<file path="config.mk">
export PLATFORM = sky130hd
export DESIGN_NAME = uart_tx_hold
export DESIGN_NICKNAME = d
export VERILOG_FILES = /design/src/rtl/uart_tx_pkg.sv /design/src/rtl/tx_hold_reg.sv /design/src/rtl/tx_parity.sv /design/src/rtl/tx_shifter.sv /design/src/rtl/uart_tx_hold.sv
export SDC_FILE = /design/constraint.sdc
export NUM_CORES = 1
export LEC_CHECK = 0
export ABC_CLOCK_PERIOD_IN_PS = 3900
export BUFFER_PORTS_ARGS = -buffer_cell sky130_fd_sc_hd__buf_2
export CORE_ASPECT_RATIO = 1.25
export CORE_MARGIN = 1.5
export CORE_UTILIZATION = 45
export CTS_BUF_LIST = sky130_fd_sc_hd__clkbuf_4
export CTS_CLUSTER_SIZE = 24
export DETAILED_ROUTE_END_ITERATION = 16
export PLACE_DENSITY = 0.73
export SYNTH_ARGS = -nofsm -noshare
export SYNTH_HDL_FRONTEND = slang
export SYNTH_HIERARCHICAL = 1
export SYNTH_SLANG_ARGS = --single-unit
</file>
<file path="constraint.sdc">
create_clock -name clk -period 3.9 [get_ports clk]
set_clock_uncertainty 0.2 [all_clocks]
set_input_delay 0.195 -clock clk [delete_from_list [all_inputs] [get_ports clk]]
set_output_delay 0.195 -clock clk [all_outputs]
set_load 0.01 [all_outputs]
</file>
<file path="src/rtl/uart_tx_pkg.sv">
package uart_tx_pkg;
   typedef enum logic [1:0] {
      PAR_NONE = 2'd0,
      PAR_EVEN = 2'd1,
      PAR_ODD  = 2'd2
   } par_mode_e;

   function automatic int frame_bits(input int data_w, input par_mode_e mode);
      return data_w + 2 + ((mode == PAR_NONE) ? 0 : 1);
   endfunction
endpackage

</file>
<file path="src/rtl/tx_hold_reg.sv">
module tx_hold_reg #(
   parameter int DATA_W = 8
) (
   input  logic              clk,
   input  logic              rst_n,
   input  logic              wr_en,
   input  logic [DATA_W-1:0] wr_data,
   input  logic              load,
   output logic [DATA_W-1:0] hold_data,
   output logic              empty
);
   always_ff @(posedge clk or negedge rst_n) begin
      if (!rst_n) begin
         empty     <= 1'b1;
         hold_data <= '0;
      end else if (wr_en) begin
         empty     <= 1'b0;
         hold_data <= wr_data;
      end else if (load) begin
         empty     <= 1'b1;
      end
   end

   p_wr_clears_empty_r1: assert property (@(posedge clk) disable iff (!rst_n)
      wr_en |=> (!empty && hold_data == $past(wr_data)));

   p_load_sets_empty_r2: assert property (@(posedge clk) disable iff (!rst_n)
      (load && !wr_en) |=> empty);

   p_collide_keeps_r11: assert property (@(posedge clk) disable iff (!rst_n)
      (load && wr_en) |=> !empty);
endmodule

</file>
<file path="src/rtl/tx_parity.sv">
module tx_parity
   import uart_tx_pkg::*;
#(
   parameter int        DATA_W = 8,
   parameter par_mode_e MODE   = PAR_EVEN
) (
   input  logic [DATA_W-1:0] data,
   output logic              par
);
   generate
      if (MODE == PAR_EVEN) begin : g_even
         assign par = ^data;
      end else if (MODE == PAR_ODD) begin : g_odd
         assign par = ~(^data);
      end else begin : g_none
         logic unused_bits;
         assign unused_bits = ^data;
         assign par = 1'b0 & unused_bits;
      end
   endgenerate
endmodule

</file>
<file path="src/rtl/tx_shifter.sv">
module tx_shifter
   import uart_tx_pkg::*;
#(
   parameter int        DATA_W = 8,
   parameter par_mode_e MODE   = PAR_EVEN
) (
   input  logic              clk,
   input  logic              rst_n,
   input  logic              baud_tick,
   input  logic              pending,
   input  logic [DATA_W-1:0] hold_data,
   output logic              load,
   output logic              busy,
   output logic              txd
);
   localparam int FRAME_W = frame_bits(DATA_W, MODE);
   localparam int CNT_W   = $clog2(FRAME_W);

   logic [FRAME_W-1:0] sreg;
   logic [FRAME_W-1:0] frame;
   logic [CNT_W-1:0]   cnt;
   logic               busy_q;
   logic               par_bit;
   logic               last_bit;

   tx_parity #(.DATA_W(DATA_W), .MODE(MODE)) par_i (
      .data (hold_data),
      .par  (par_bit)
   );

   generate
      if (MODE == PAR_NONE) begin : g_frame_np
         logic unused_par;
         assign unused_par = par_bit;
         assign frame = {1'b1, hold_data, 1'b0};
      end else begin : g_frame_p
         assign frame = {1'b1, par_bit, hold_data, 1'b0};
      end
   endgenerate

   assign last_bit = busy_q && (cnt == '0);
   assign load     = baud_tick && pending && (!busy_q || last_bit);

   always_ff @(posedge clk or negedge rst_n) begin
      if (!rst_n) begin
         busy_q <= 1'b0;
         sreg   <= '1;
         cnt    <= '0;
      end else if (load) begin
         busy_q <= 1'b1;
         sreg   <= frame;
         cnt    <= CNT_W'(FRAME_W - 1);
      end else if (baud_tick && busy_q) begin
         if (cnt == '0) begin
            busy_q <= 1'b0;
         end else begin
            sreg <= {1'b1, sreg[FRAME_W-1:1]};
            cnt  <= cnt - CNT_W'(1);
         end
      end
   end

   assign busy = busy_q;
   assign txd  = busy_q ? sreg[0] : 1'b1;

   p_txd_tick_only_r6: assert property (@(posedge clk) disable iff (!rst_n)
      !baud_tick |=> $stable(txd));

   p_start_low_r8: assert property (@(posedge clk) disable iff (!rst_n)
      load |=> !txd);

   p_stop_high_r8: assert property (@(posedge clk) disable iff (!rst_n)
      last_bit |-> txd);
endmodule

</file>
<file path="src/rtl/uart_tx_hold.sv">
module uart_tx_hold
   import uart_tx_pkg::*;
#(
   parameter int        DATA_W = 8,
   parameter par_mode_e PARITY = PAR_EVEN
) (
   input  logic              clk,
   input  logic              rst_n,
   input  logic              wr_en,
   input  logic [DATA_W-1:0] wr_data,
   input  logic              baud_tick,
   output logic              tx_empty,
   output logic              tx_done,
   output logic              txd
);
   generate
      if (DATA_W < 5 || DATA_W > 9) begin : g_bad_width
         $error("uart_tx_hold: DATA_W must lie between 5 and 9");
      end
   endgenerate

   logic [DATA_W-1:0] hold_data;
   logic              load;
   logic              busy;
   logic              empty;

   tx_hold_reg #(.DATA_W(DATA_W)) hold_i (
      .clk       (clk),
      .rst_n     (rst_n),
      .wr_en     (wr_en),
      .wr_data   (wr_data),
      .load      (load),
      .hold_data (hold_data),
      .empty     (empty)
   );

   tx_shifter #(.DATA_W(DATA_W), .MODE(PARITY)) shift_i (
      .clk       (clk),
      .rst_n     (rst_n),
      .baud_tick (baud_tick),
      .pending   (!empty),
      .hold_data (hold_data),
      .load      (load),
      .busy      (busy),
      .txd       (txd)
   );

   assign tx_empty = empty;
   assign tx_done  = !busy && empty;

   p_done_line_high_r10: assert property (@(posedge clk) disable iff (!rst_n)
      tx_done |-> txd);
endmodule

</file>
# [After elaboration in Yosys (flattened, before gate mapping)]
# Index checks and enable logic that the tools add are counted.
[op_classes] bitwise=0 muxes=12 n_reduce_logical=15 n_addsub=1 shift=0 n_lt_le_gt_ge=0 eq_ne=1 div_mod_pow=0 mul=0
[op_table] op="2-to-1 mux 11 bit" n=3
[op_table] op="2-to-1 mux 4 bit" n=3
[op_table] op="parity 8 bit" n=1
[op_table] op="2-to-1 mux 1 bit" n=6
[op_table] op="nonzero test 2 bit" n=3
[op_table] op="logical AND 1 bit" n=5
[op_table] op="logical NOT 4 bit" n=1
[op_table] op="AND reduction 2 bit" n=2
[op_table] op="subtractor 4 x 1 -> 4 bit (second input constant)" n=1
[op_table] op="logical NOT 1 bit" n=2
[op_table] op="inequality test 2 bit (second input constant)" n=1
[op_table] op="logical OR 1 bit" n=1
[totals] input_bits=12 rom_bits=0 word_cells=34 latch_bits=0 reg_bits=25 n_memories=0 mem_bits_rw=0

# [Logic depth before layout (Yosys ltp)]
[logic_depth] depth_word=6 depth_mapped=7 depth_no_buf=6

# [Hierarchy]
# The synthesis kept the hierarchy.
[by_module_without_submodules] module="tx_shifter" n_inst=1 cells_each=108 area_per_inst_um2=996.0 seq_area_each_um2=387.9
[by_module_without_submodules] module="tx_hold_reg" n_inst=1 cells_each=19 area_per_inst_um2=367.9 seq_area_each_um2=226.5
[by_module_without_submodules] module="tx_parity" n_inst=1 cells_each=7 area_per_inst_um2=61.3 seq_area_each_um2=0.0
[by_module_without_submodules] module="uart_tx_hold" n_inst=1 cells_each=2 area_per_inst_um2=17.5 seq_area_each_um2=0.0

# [Least setup slack after synthesis]
# OpenSTA, ideal clock, no wires.
[synth_path] kind="register -> register" from="register shift_i.cnt[0]" to="register shift_i.sreg[9]" path_stages_with_launch=7 slack_ns=2.007 path_buffers=1 t_arrival_ns=1.610 cell_sequence="dfrtp_1 inv_1 ha_1 or3b_4 and2_4 buf_6 o32a_1"
[synth_via] elab_chain_len=6 word_cells_on_any_way=8 cone_classes="eq/ne: 1; mux: 1; reduce/logical: 6"
[synth_rtl] item="from (decl)" line_no="tx_shifter.sv:21" text="logic [CNT_W-1:0] cnt;"
[synth_rtl] item="from (signal assigned)" line_no="tx_shifter.sv:52" text="cnt <= CNT_W'(FRAME_W - 1);"
[synth_rtl] item="from (signal assigned)" line_no="tx_shifter.sv:58" text="cnt <= cnt - CNT_W'(1);"
[synth_rtl] item="logical NOT 4 bit *" line_no="tx_shifter.sv:41, tx_shifter.sv:54"
[synth_rtl] item="logical AND 1 bit" line_no="tx_shifter.sv:41" text="assign last_bit = busy_q && (cnt == '0);"
[synth_rtl] item="logical OR 1 bit" line_no="tx_shifter.sv:42" text="assign load = baud_tick && pending && (!busy_q || last_bit);"
[synth_rtl] item="logical AND 1 bit" line_no="tx_shifter.sv:42"
[synth_rtl] item="inequality test 2 bit (no source line) / nonzero test 2 bit (equally long branches)"
[synth_rtl] item="AND reduction 2 bit (no source line)"
[synth_rtl] item="to (signal assigned)" line_no="tx_shifter.sv:51" text="sreg <= frame;"
[synth_rtl] item="to (signal assigned)" line_no="tx_shifter.sv:57" text="sreg <= {1'b1, sreg[FRAME_W-1:1]};"
[synth_rtl] item="to (decl)" line_no="tx_shifter.sv:19" text="logic [FRAME_W-1:0] sreg;"
# Mark *: on every way between the ends. The rest lies on a longest branch, timed or not.
# A chain may end at the register's enable or synchronous reset.

# [Worst setup path in the final report]
[layout_path] from="register shift_i.busy_q (netlist: shift_i/busy)" to="register shift_i.sreg[8]"
[layout_via] elab_chain_len=5 word_cells_on_any_way=9 cone_classes="eq/ne: 1; mux: 1; reduce/logical: 7"
[layout_rtl] item="from (decl)" line_no="tx_shifter.sv:22" text="logic busy_q;"
[layout_rtl] item="from (signal assigned)" line_no="tx_shifter.sv:46" text="busy_q <= 1'b0;"
[layout_rtl] item="from (signal assigned)" line_no="tx_shifter.sv:50" text="busy_q <= 1'b1;"
[layout_rtl] item="from (signal assigned)" line_no="tx_shifter.sv:55" text="busy_q <= 1'b0;"
[layout_rtl] item="logical NOT 1 bit / logical AND 1 bit (equally long branches)" line_no="tx_shifter.sv:42, tx_shifter.sv:41"
[layout_rtl] item="logical OR 1 bit" line_no="tx_shifter.sv:42"
[layout_rtl] item="logical AND 1 bit" line_no="tx_shifter.sv:42"
[layout_rtl] item="inequality test 2 bit (no source line) / nonzero test 2 bit (equally long branches)"
[layout_rtl] item="AND reduction 2 bit (no source line)"
# Parallel ways exist; a longest one is shown, timed or not.

==> results.json <==
{
  "status": "complete, no violations",
  "die_x_um": 53.6,
  "area_growth_pct": 13.5,
  "p_per_area_nw_per_um2": 546,
  "r2r_end": "shift_i/sreg[8]",
  "synth_area_leader_cell": "dfrtp_1",
  "reg2reg_setup_slack_ns": 1.88,
  "critPathRequiredTime_ns": 3.94,
  "dieHeight_um": 66.3,
  "port_buffers": 14,
  "ios": 15,
  "clock-sinks": 24,
  "mostFrequentLayoutCell": "buf_2",
  "r2r_start": "shift_i/busy",
  "synth_area_um2": 1440,
  "cp.arrival_ns": 2.07,
  "synthArstFlopShare_pct": 100,
  "row_count": 22,
  "syn-num-nets": 150,
  "num_antenna_cells": 0,
  "layout_min_cycle_time_ns": 2.02,
  "synthCells": 136,
  "drtIter0Drc": 52,
  "hold_violations": 0,
  "h-tree-depth": 1,
  "netlist_top_cells_area": "dfrtp_1 23%, dfstp_2 20%, mux2_4 8.3%, o21ai_0 4.5%, a211o_1 4.2%",
  "design_area_um2": 1640,
  "grt_setup_unrepaired": "no",
  "cpMaxStageDelayCell": "dfrtp_1",
  "clk_pin_slew_ns": 0.14,
  "cts-resized-gates": 0,
  "ir_drop_mv": 0.397,
  "drive_gt1_share_pct": 29.5,
  "fin_crit_sh_pct": 51.9,
  "ant_nets": 0,
  "drt-total-wl_um": 3030,
  "cap_violations": 0,
  "final_cell_mix": "14 x buf_2, 13 x dfrtp_1, 13 x o21ai_0",
  "cts_made_buffers": 3,
  "place_congestion": 0.821,
  "place_hpwl_um": 2010,
  "grt_overflow": 0,
  "core_region_area_um2": 3000,
  "die_area_um2": 3560,
  "ys_types": 39,
  "num_vias": 1141,
  "rr_worst_depth": 3,
  "maxSlewHeadroom_pct": 53.8,
  "synthFlopType": "dfrtp_1",
  "cts_tree": "built",
  "min-delay-start": "wr_en",
  "finalSetupTns_ns": 0,
  "wl_per_cell_um": 15.8,
  "crit_start": "shift_i/busy",
  "clk_latency_ns": 0.34,
  "drc": 0,
  "final_util_pct": 54.6,
  "grtUsageTotal_pct": 19.5,
  "tightest_slew_ns": 0.693,
  "grt_pass1_vias": 1133,
  "synth.avg_cell_area_um2": 10.6,
  "nets": 171,
  "p_leak_nw": 0.726,
  "path_class": "register to register",
  "ys_seq_elements": 24,
  "dpl-instance-area_um2": 1520,
  "crit_path_end": "shift_i/sreg[8]",
  "setup_violations": 0,
  "crit_fanout": 23,
  "worstSetupStartpointType": "register",
  "cp_slowest_stage_delay_ns": 0.81,
  "viasPerCell": 5.94,
  "antenna_found_initial": 0,
  "fmax_mhz": 494,
  "synth-edff-count": 0,
  "crit_path_end_kind": "register",
  "clk_path_buf_depth": 2,
  "worstPathCellList": "o21ai_0 -> or2_2 -> o31ai_1",
  "clock-root-buffer": "clkbuf_4",
  "yosysTopAreaCellShare_pct": 22.5,
  "initial_core_util_pct": 48.1,
  "hold_path_class": "input pin to register",
  "grt_pass1_wl_um": 5000,
  "dr.pass1.iters": 4,
  "grt_max_degree": 25,
  "ys_seq_area_share_pct": 42.6,
  "yosysWarnings": 6,
  "slew_violations": 0
}
-- layout make-up --
type	count	area [um2]
clock buffers	4	30.0
well taps	36	45.0
inverters	12	45.0
fillers	254	1360
repair buffers	25	175
multi-input cells	91	728
flip-flops and latches	24	614
-- cells in the mapped netlist, types with 2 or more instances --
cell type / n
nor3b_1: 7
ha_1: 2
nor2_1: 2
nor2b_1: 2
o21ai_0: 13
mux2_4: 8
xnor2_1: 6
a21oi_1: 7
a211o_1: 7
nand2b_1: 2
o31ai_1: 7
dfstp_2: 11
buf_6: 2
buf_2: 2
o22ai_1: 7
nand2_1: 2
dfrtp_1: 13
clkbuf_1: 4
inv_1: 12
-- cell families (layout without fill, tap and decap cells) --
family | Yosys count | after routing | synth area share [%]
AND/OR/NAND/NOR | 25 | 25 | 12.9
adder cells (fa/ha/maj) | 2 | 2 | 1.73
buffers and inverters | 21 | 41 | 6.94
XOR/XNOR | 7 | 7 | 4.25
multiplexers | 8 | 8 | 8.33
flip-flops | 24 | 24 | 42.6
AO/OA/AOI/OAI | 49 | 49 | 23.2
-- what timing repair did --
item / 4_1_cts / 5_1_grt
setup buffers: 0 / 0
hold endpoints to repair: 32 / 0
hold buffers: 9 / 0
-- registers in the layout, summed over array words and instances, names as in the netlist --
signal / flops
hold_i/hold_data: 8
shift_i/cnt: 4
hold_i/empty: 1
shift_i/busy: 1
shift_i/sreg: 10
-- power breakdown --
group	internal, mW	total, mW	switching [mW]
combinational	0.172	0.323	0.152
sequential	0.351	0.443	0.0916
clock	0.0473	0.129	0.0816
-- per-layer routing --
metal | wire, um | vias up | global-route usage (%) | share of wire [%]
met5 | 0 | - | 0 | 0
met4 | 82 | 0 | 13.1 | 2.7
met3 | 108 | 7 | 1.36 | 3.6
met2 | 1540 | 41 | 32.6 | 51
met1 | 1300 | 556 | 23.3 | 43
li1 | - | 537 | - | -
-- worst max-delay path: cells and delay by family (launching register included) --
kind	cells	cell delay, ns
flip-flops	1	0.81
AND/OR/NAND/NOR	1	0.42
AO/OA/AOI/OAI	2	0.49
-- how the worst min path moves through the flow --
stage                          endpoint  slack [ns]  depth (start not counted)
detailed placement         shift_i/busy       0.004                          1
CTS                        shift_i/busy        0.08                          4
floorplan           hold_i/hold_data[0]       -0.30                          0
global placement    hold_i/hold_data[7]      -0.002                          1
global route        hold_i/hold_data[0]         0.1                          2
finish              hold_i/hold_data[5]        0.08                          2
-- through the flow --
| step | setup slack [ns] | total power, mW | std cells | hold slack [ns] |
|---|---|---|---|---|
| after global placement | 1.98 | 0.743 | 179 | -0.00238 |
| after global routing | 1.75 | 0.946 | 192 | 0.0950 |
| final | 1.88 | 0.895 | 192 | 0.0832 |
| after CTS | 1.90 | 0.893 | 192 | 0.0844 |
| after detailed placement | 1.93 | 0.759 | 179 | 0.00425 |
| after floorplan | 2.01 | 0.685 | 136 | -0.301 |
(Power assumes the default switching activity.)
